$ cat src/rtl/clb_pkg.sv
package clb_pkg;
  localparam int LUT_IN    = 4;
  localparam int LUT_DEPTH = 1 << LUT_IN;
  localparam int H_IN      = 3;
  localparam int H_DEPTH   = 1 << H_IN;
  localparam int N_ELEM    = 2;
  localparam int ELEM_BITS = 6;

  localparam int F_BASE    = 0;
  localparam int G_BASE    = F_BASE + LUT_DEPTH;
  localparam int H_BASE    = G_BASE + LUT_DEPTH;
  localparam int F_RAM_BIT = H_BASE + H_DEPTH;
  localparam int G_RAM_BIT = F_RAM_BIT + 1;
  localparam int X_H_BIT   = F_RAM_BIT + 2;
  localparam int Y_H_BIT   = F_RAM_BIT + 3;
  localparam int ELEM_BASE = F_RAM_BIT + 4;
  localparam int CFG_W     = ELEM_BASE + N_ELEM * ELEM_BITS;

  typedef enum logic [1:0] {
    SRC_DIN = 2'd0,
    SRC_F   = 2'd1,
    SRC_G   = 2'd2,
    SRC_H   = 2'd3
  } src_e;

  typedef struct packed {
    logic sr_val;
    logic sr_async;
    src_e src;
    logic clk_inv;
    logic latch;
  } elem_cfg_t;
endpackage

$ cat src/rtl/clb_cfg_store.sv
module clb_cfg_store
  import clb_pkg::*;
(
  input  logic                 clk,
  input  logic                 rst_n,
  input  logic                 cfg_load,
  input  logic                 cfg_sdi,
  input  logic                 cfg_commit,
  input  logic                 we,
  input  logic                 din,
  input  logic [LUT_IN-1:0]    f_addr,
  input  logic [LUT_IN-1:0]    g_addr,
  output logic [CFG_W-1:0]     shadow,
  output logic [CFG_W-1:0]     active
);
  logic [CFG_W-1:0] shadow_nx;
  logic [CFG_W-1:0] active_nx;

  always_comb begin
    shadow_nx = shadow;
    if (cfg_load) shadow_nx = {cfg_sdi, shadow[CFG_W-1:1]};
  end

  always_comb begin
    active_nx = active;
    if (cfg_commit) begin
      active_nx = shadow;
    end else if (we) begin
      if (active[F_RAM_BIT]) active_nx[F_BASE + int'(f_addr)] = din;
      if (active[G_RAM_BIT]) active_nx[G_BASE + int'(g_addr)] = din;
    end
  end

  always_ff @(posedge clk or negedge rst_n) begin
    if (!rst_n) begin
      shadow <= '0;
      active <= '0;
    end else begin
      shadow <= shadow_nx;
      active <= active_nx;
    end
  end
endmodule

$ cat src/rtl/clb_lut_read.sv
module clb_lut_read #(
  parameter int N_IN = 4,
  localparam int DEPTH = 1 << N_IN
) (
  input  logic [DEPTH-1:0] table_bits,
  input  logic [N_IN-1:0]  sel,
  output logic             result
);
  always_comb result = table_bits[sel];
endmodule

$ cat src/rtl/clb_store_elem.sv
module clb_store_elem
  import clb_pkg::*;
(
  input  logic      clk,
  input  logic      rst_n,
  input  elem_cfg_t cfg,
  input  logic      fab_clk,
  input  logic      fab_clk_prev,
  input  logic      clk_en,
  input  logic      sr,
  input  logic      din,
  input  logic      f_val,
  input  logic      g_val,
  input  logic      h_val,
  output logic      q_out
);
  logic q_reg;
  logic q_nx;
  logic level_on;
  logic edge_hit;
  logic data_sel;
  logic data_eff;
  logic async_hit;
  logic sync_hit;
  logic open_now;

  always_comb begin
    level_on  = fab_clk ^ cfg.clk_inv;
    edge_hit  = level_on & ~(fab_clk_prev ^ cfg.clk_inv);
    async_hit = sr & cfg.sr_async;
    sync_hit  = sr & ~cfg.sr_async;
    unique case (cfg.src)
      SRC_DIN: data_sel = din;
      SRC_F:   data_sel = f_val;
      SRC_G:   data_sel = g_val;
      default: data_sel = h_val;
    endcase
    data_eff = sync_hit ? cfg.sr_val : data_sel;
    open_now = cfg.latch & level_on & clk_en;
  end

  always_comb begin
    q_nx = q_reg;
    if (async_hit) begin
      q_nx = cfg.sr_val;
    end else if (cfg.latch) begin
      if (open_now) q_nx = data_eff;
    end else if (edge_hit && clk_en) begin
      q_nx = data_eff;
    end
  end

  always_comb begin
    if (async_hit)     q_out = cfg.sr_val;
    else if (open_now) q_out = data_eff;
    else               q_out = q_reg;
  end

  always_ff @(posedge clk or negedge rst_n) begin
    if (!rst_n) q_reg <= 1'b0;
    else        q_reg <= q_nx;
  end
endmodule

$ cat src/rtl/clb_dual_lut.sv
module clb_dual_lut
  import clb_pkg::*;
(
  input  logic              clk,
  input  logic              rst_n,
  input  logic              cfg_load,
  input  logic              cfg_sdi,
  input  logic              cfg_commit,
  input  logic [LUT_IN-1:0] f_in,
  input  logic [LUT_IN-1:0] g_in,
  input  logic              h_in,
  input  logic              ram_din,
  input  logic              ram_we,
  input  logic              fab_clk,
  input  logic              clk_en,
  input  logic              sr,
  output logic              x,
  output logic              y,
  output logic              xq,
  output logic              yq
);
  logic [1:0]       rst_pipe;
  logic             rst_sync_n;
  logic             fab_clk_prev;
  logic [CFG_W-1:0] shadow;
  logic [CFG_W-1:0] active;
  logic             f_val;
  logic             g_val;
  logic             h_val;
  logic [N_ELEM-1:0] q_vec;

  always_ff @(posedge clk or negedge rst_n) begin
    if (!rst_n) rst_pipe <= '0;
    else        rst_pipe <= {rst_pipe[0], 1'b1};
  end
  assign rst_sync_n = rst_pipe[1];

  always_ff @(posedge clk or negedge rst_sync_n) begin
    if (!rst_sync_n) fab_clk_prev <= 1'b0;
    else             fab_clk_prev <= fab_clk;
  end

  clb_cfg_store u_cfg (
    .clk        (clk),
    .rst_n      (rst_sync_n),
    .cfg_load   (cfg_load),
    .cfg_sdi    (cfg_sdi),
    .cfg_commit (cfg_commit),
    .we         (ram_we),
    .din        (ram_din),
    .f_addr     (f_in),
    .g_addr     (g_in),
    .shadow     (shadow),
    .active     (active)
  );

  clb_lut_read #(.N_IN(LUT_IN)) u_f (
    .table_bits (active[F_BASE +: LUT_DEPTH]),
    .sel        (f_in),
    .result     (f_val)
  );

  clb_lut_read #(.N_IN(LUT_IN)) u_g (
    .table_bits (active[G_BASE +: LUT_DEPTH]),
    .sel        (g_in),
    .result     (g_val)
  );

  clb_lut_read #(.N_IN(H_IN)) u_h (
    .table_bits (active[H_BASE +: H_DEPTH]),
    .sel        ({h_in, g_val, f_val}),
    .result     (h_val)
  );

  assign x = active[X_H_BIT] ? h_val : f_val;
  assign y = active[Y_H_BIT] ? h_val : g_val;

  for (genvar e = 0; e < N_ELEM; e++) begin : g_elem
    elem_cfg_t ecfg;
    assign ecfg = elem_cfg_t'(active[ELEM_BASE + e*ELEM_BITS +: ELEM_BITS]);
    clb_store_elem u_se (
      .clk          (clk),
      .rst_n        (rst_sync_n),
      .cfg          (ecfg),
      .fab_clk      (fab_clk),
      .fab_clk_prev (fab_clk_prev),
      .clk_en       (clk_en),
      .sr           (sr),
      .din          (ram_din),
      .f_val        (f_val),
      .g_val        (g_val),
      .h_val        (h_val),
      .q_out        (q_vec[e])
    );
  end

  assign xq = q_vec[0];
  assign yq = q_vec[1];
endmodule

$ cat config.mk
export PLATFORM = sky130hd
export DESIGN_NAME = clb_dual_lut
export DESIGN_NICKNAME = d
export VERILOG_FILES = /design/src/rtl/clb_pkg.sv /design/src/rtl/clb_cfg_store.sv /design/src/rtl/clb_lut_read.sv /design/src/rtl/clb_store_elem.sv /design/src/rtl/clb_dual_lut.sv
export SDC_FILE = /design/constraint.sdc
export NUM_CORES = 1
export LEC_CHECK = 0
export ABC_AREA = 0
export BUFFER_PORTS_ARGS = -buffer_cell sky130_fd_sc_hd__buf_2
export CORE_UTILIZATION = 40
export CTS_CLUSTER_DIAMETER = 100
export DETAILED_ROUTE_END_ITERATION = 10
export GPL_ROUTABILITY_DRIVEN = 0
export GPL_TIMING_DRIVEN = 0
export SKIP_CTS_REPAIR_TIMING = 1
export SYNTH_ARGS = -nofsm -noshare
export SYNTH_HDL_FRONTEND = slang
export SYNTH_HIERARCHICAL = 1
export SYNTH_SLANG_ARGS = --single-unit
$ cat constraint.sdc
create_clock -name clk -period 3.4 [get_ports clk]
set_input_delay 0.34 -clock clk [delete_from_list [all_inputs] [get_ports clk]]
set_output_delay 0.34 -clock clk [all_outputs]
set_load 0.05 [all_outputs]
==> results of run 1 <==
==> worst max-delay path by stage <==
stage                                      start  end  slack (ns)
floorplan                                f_in[0]   xq        0.30
global placement                         f_in[0]   yq       -0.19
detailed placement                       f_in[0]   yq       -0.21
CTS                  u_cfg/active[7]$_DFFE_PN0P_   yq       -0.37
global route        u_cfg/active[11]$_DFFE_PN0P_   yq       -0.12
finish               u_cfg/active[7]$_DFFE_PN0P_   xq      -0.006
==> power by group <==
part / switching, mW / internal (mW) / total (mW)
clock: 0.599 / 1.04 / 1.64
combinational: 0.477 / 0.518 / 0.994
sequential: 0.248 / 1.71 / 1.96
==> per-stage QoR <==
stage	instance area, sq um	TNS, ns
finish	6660	-0.00557
global route	6660	-0.217
CTS	6570	-0.942
detailed placement	6020	-0.410
global placement	5990	-0.363
floorplan	5660	0
==> cell usage in the layout, fill, tap and decap left out, drive strengths merged, types with 10 or more instances in the layout <==
cell type    n
a21oi       30
mux2        83
clkbuf      25
a31oi       18
nand2b      19
nor2b       25
nand2       10
buf         48
dfrtp      117
a221o       12
mux2i       11
mux4        10
o21ai       19
==> cell families after synthesis <==
group / share of synthesized area, %
DFF: 51.7
xor gates and xnor gates: 0.309
and+or+nand+nor: 10.4
muxes: 23.2
AOI/OAI and AO/OA: 11.4
other: 0.0662
buffers and inverters: 2.96
==> layer usage <==
layer / vias up / GRT usage, % / routed length, um
li1: 1738 / - / -
met1: 1928 / 24.1 / 5570
met2: 102 / 26.9 / 5570
met3: 18 / 4.89 / 593
met4: 0 / 8.95 / 220
met5: - / 0 / 0
==> worst reg2reg max path, delay by kind of cell, from the launching register on <==
family	cells	cell delay (ns)
DFF	1	0.39
muxes	6	1.70
buffers and inverters	1	0.14
AOI/OAI and AO/OA	3	0.61
==> area by class of cell <==
| type | count | area [sq um] |
|---|---|---|
| plain buffers | 24 | 156 |
| multi-input cells | 292 | 2610 |
| fillers | 1214 | 7170 |
| clock buffers | 24 | 472 |
| well taps | 180 | 225 |
| flip-flops and latches | 117 | 2930 |
| clock inverters | 8 | 76.3 |
| inverters | 3 | 11.3 |
| repair buffers | 26 | 180 |
==> impl_metrics.json, run 1 <==
{
  "crit_family": "multiplexers",
  "antenna_cells": 0,
  "min_to": "fab_clk_prev$_DFF_PN0_",
  "cts_root_buf": "clkbuf_16",
  "io_buffers": 20,
  "drtPass1Iterations": 5,
  "io_pins": 23,
  "holdPathStages": 1,
  "finalNonFillerCells": 674,
  "grt_first_pass_wirelength_mm": 19.9,
  "track_usage_pct": 18.0,
  "synth_edf_count": 0,
  "drive_gt1_share_pct": 33.4,
  "crit_required_ns": 3.06,
  "crit_path_end_kind": "primary output",
  "min-delay-path-class": "input pin to flop",
  "area_delta_synth_final_pct": 17.6,
  "ys_seq_area_share_pct": 51.7,
  "ant_nets": 0,
  "synth_area_sq_mm": 0.00566,
  "p_leak_nw": 2.98,
  "numCtsBuffers": 17,
  "syn-mean-instance-area_sq_um": 13.0,
  "cts_tree": "yes",
  "dieWidth_um": 121,
  "slowest_stage": "mux4_2",
  "worstMarginPinSlew_ns": 0.778,
  "grt_max_degree": 68,
  "nets": 500,
  "clk_latency_ns": 0.41,
  "remaining_drc_errors": 0,
  "setup.worst_path.start_class": "flop",
  "die_area_sq_mm": 0.0146,
  "dp_hpwl_mm": 8.13,
  "synth.distinct_cells": 48,
  "synth_most_common_cell": "dfrtp_1",
  "routedWlPerCell_um": 17.7,
  "worst_r2r_endpoint": "g_elem[0].u_se/q_reg$_DFFE_PN0P_",
  "grt_setup_unrepaired": "true",
  "r2r.worst_path.cells": 10,
  "routed-via-count": 3786,
  "ys.flop_type": "dfrtp_1",
  "synth.area.top_cells": "dfrtp_1 (52%), mux2_2 (14%), mux4_1 (4.6%)",
  "cts.sinks": 117,
  "r2r-start": "u_cfg/active[7]$_DFFE_PN0P_",
  "power.total_mw": 4.59,
  "yosys.area.top_type_share_pct": 51.7,
  "outcome": "finished with violations",
  "ys_warn_count": 6,
  "peakVddDrop_mv": 0.353,
  "synth_top_cell_by_area": "dfrtp_1",
  "grt_remaining_overflow": 0,
  "grt_antenna_before_repair": 0,
  "fin_crit_ns": 3.41,
  "rrSetupSlack_ns": 0.44,
  "slew-limit-headroom_pct": 46.7,
  "setup_ws_ns": -0.00557,
  "cts_max_level": 4,
  "arrival_ns": 3.07,
  "dpl.cell_count": 637,
  "setup_viol": 1,
  "postSynth.asyncResetShare_pct": 100,
  "start_util_pct": 41.0,
  "pre_cts_ws_ns": -0.211,
  "first_global_vias": 3822,
  "drv_cap": 0,
  "whs_ns": 0.136,
  "slew_viol_final": 0,
  "path_depth": 9,
  "path_cells": "mux4_2 > mux2i_4 > mux2i_4 > mux4_2 > mux2_4 > mux2i_1 > a22o_1 > o311ai_4 > buf_6",
  "clk_pin_slew_worst_paths_ns": 0.05,
  "routed_via_density": 5.62,
  "synthCells": 436,
  "hold_path_startpoint": "fab_clk",
  "finalCritPeriodShare_pct": 100,
  "powerDensity_mw_per_mm2": 690,
  "violations": "setup timing",
  "drtIter0Drc": 257,
  "final_util_pct": 48.2,
  "drt_wl_total_mm": 12.0,
  "top_regs": "u_cfg/active x56, u_cfg/shadow x56",
  "synth_nets": 455,
  "crit_path_max_fanout": 4,
  "fp.dieH_um": 121,
  "coreArea_sq_mm": 0.0138,
  "cts_max_path_buffers": 2,
  "critPathBufInv": 1,
  "max_stage_delay_ns": 0.51,
  "criticalPathCategory": "flop to primary output",
  "clock_skew_ns": 0.00600,
  "ys_ff_latch": 117,
  "max_clock_freq_ghz": 0.294,
  "finalHoldViolCount": 0,
  "synth_common_cells": "dfrtp_1 (117), mux2_2 (69), a21oi_1 (30), nor2b_1 (24), nand2b_1 (19)",
  "fp-row-count": 43
}
Power figures use the tool's default switching activity.
==> inputs of run 2 (changes only) <==
--- a/config.mk
+++ b/config.mk
@@ -7,11 +7,13 @@
 export LEC_CHECK = 0
 export ABC_AREA = 0
 export BUFFER_PORTS_ARGS = -buffer_cell sky130_fd_sc_hd__buf_2
-export CORE_UTILIZATION = 40
+export CORE_UTILIZATION = 58
+export CTS_BUF_LIST = sky130_fd_sc_hd__clkbuf_2
 export CTS_CLUSTER_DIAMETER = 100
 export DETAILED_ROUTE_END_ITERATION = 10
 export GPL_ROUTABILITY_DRIVEN = 0
 export GPL_TIMING_DRIVEN = 0
+export PLACE_DENSITY = 0.79
 export SKIP_CTS_REPAIR_TIMING = 1
 export SYNTH_ARGS = -nofsm -noshare
 export SYNTH_HDL_FRONTEND = slang
==> run 2 against run 1 <==
  * The flow still finishes with violations (setup timing)
  * Highest routed layer unchanged
  * First-iteration DRC count down 3.1%
  * Combinational power up 4%
  * Register-to-register slack worse by 0.04 ns
  * Die area down 31%
==> impl_metrics.json, run 2 (synthesis results as in run 1) <==
{
  "outcome": "finished with violations",
  "violations": "setup timing",
  "slew_viol_final": 0,
  "peakVddDrop_mv": 0.405,
  "clock_skew_ns": 0.0312,
  "max_clock_freq_ghz": 0.272,
  "routed-via-count": 3826,
  "numCtsBuffers": 17,
  "mostFrequentLayoutCells": "dfrtp_1 (116), mux2_2 (68), a21oi_1 (30), buf_2 (30), nor2b_1 (24)",
  "crit_path_max_fanout": 4,
  "setup.worst_path.start": "u_cfg/active[10]$_DFFE_PN0P_",
  "powerDensity_mw_per_mm2": 604,
  "min-delay-path-class": "input pin to flop",
  "finalHoldViolCount": 0,
  "setup_ws_ns": -0.283,
  "power.total_mw": 3.81,
  "final_util_pct": 67.7,
  "drive_gt1_share_pct": 34.1,
  "setup_viol": 4,
  "cts_max_level": 4,
  "arrival_ns": 3.34,
  "die_area_sq_mm": 0.0102,
  "drt_wl_total_mm": 11.8,
  "worstMarginPinSlew_ns": 0.772,
  "antenna_cells": 0,
  "cts_max_path_buffers": 2,
  "ant_nets": 0,
  "grt_remaining_overflow": 0,
  "grt_first_pass_wirelength_mm": 19.4,
  "start_util_pct": 60.7,
  "whs_ns": 0.0643,
  "crit_path_end_kind": "primary output",
  "crit_required_ns": 3.06,
  "drv_cap": 0,
  "dp_hpwl_mm": 7.97,
  "area_delta_synth_final_pct": 11.5,
  "routed_via_density": 6.07,
  "layout_commonest_cell": "dfrtp_1",
  "nets": 507,
  "drtPass1Iterations": 4,
  "coreArea_sq_mm": 0.00933,
  "criticalPathCategory": "flop to primary output",
  "cts_root_buf": "clkbuf_2",
  "fp-row-count": 35,
  "r2r-start": "u_cfg/active[10]$_DFFE_PN0P_",
  "grt_setup_unrepaired": "true",
  "cts.sinks": 117,
  "top_regs": "u_cfg/active x56, u_cfg/shadow x56",
  "clk_latency_ns": 0.66,
  "grt_max_degree": 59,
  "track_usage_pct": 25.3,
  "finalCritPeriodShare_pct": 108,
  "rrSetupSlack_ns": 0.40,
  "first_global_vias": 3893,
  "remaining_drc_errors": 0,
  "io_pins": 23,
  "fin_crit_ns": 3.68,
  "dieWidth_um": 101,
  "io_buffers": 20,
  "clk_pin_slew_worst_paths_ns": 0.18,
  "setup.worst_path.start_class": "flop",
  "p_leak_nw": 2.87,
  "routedWlPerCell_um": 18.7,
  "hold_path_startpoint": "f_in[2]",
  "grt_antenna_before_repair": 0,
  "drtIter0Drc": 249,
  "fp.dieH_um": 101,
  "slew-limit-headroom_pct": 48.5,
  "cts_tree": "yes"
}
-- run 2: cell type report --
class                           instances  area [sq um]
Fill cell                             669          3010
Sequential cell                       117          2930
Multi-Input combinational cell        292          2590
Timing Repair Buffer                   33           253
Tap cell                              129           161
Buffer                                 24           156
Clock inverter                         15           128
Clock buffer                           17          85.1
Inverter                                3          11.3
-- run 2: final timing paths --
| path | to | cells after the start |
|---|---|---|
| min | u_cfg/active[15]$_DFFE_PN0P_ | 3 |
| max in group asynchronous | u_cfg/active[40]$_DFFE_PN0P_ | 1 |
| max | yq | 9 |
| min reg2reg | rst_pipe[1]$_DFF_PN0_ | 0 |
| min in group asynchronous | u_cfg/shadow[3]$_DFFE_PN0P_ | 0 |
| max reg2reg | g_elem[0].u_se/q_reg$_DFFE_PN0P_ | 11 |
-- run 2: metrics by stage --
stage	setup TNS (ns)	setup WS, ns	cell area [sq um]	cells
after CTS	-2.18	-0.676	6170	618
after global placement	-0.315	-0.164	5930	585
after global routing	-1.17	-0.430	6310	630
after detailed placement	-0.327	-0.171	5960	586
after floorplan	0	0.303	5660	436
final	-0.643	-0.283	6310	630
-- run 2: metal layers --
metal / vias to the layer above / global-route usage [%] / routed length (um)
met1: 1935 / 34.9 / 5240
li1: 1755 / - / -
met3: 8 / 5.62 / 581
met4: 0 / 8.81 / 109
met5: - / 0 / 0
met2: 128 / 39.9 / 5820
-- run 2: worst max-delay path, cell delays in order, from the launching register on --
cell,delay (ns)
dfrtp_1,0.42
mux4_2,0.48
mux2i_2,0.22
mux2i_4,0.13
mux4_2,0.44
mux2_4,0.32
mux2i_1,0.17
a22o_1,0.21
o311ai_2,0.12
buf_6,0.18
-- run 2: where the power goes --
group / switching, mW / internal (mW)
Clock: 0.555 / 0.264
Sequential: 0.263 / 1.70
Combinational: 0.481 / 0.547
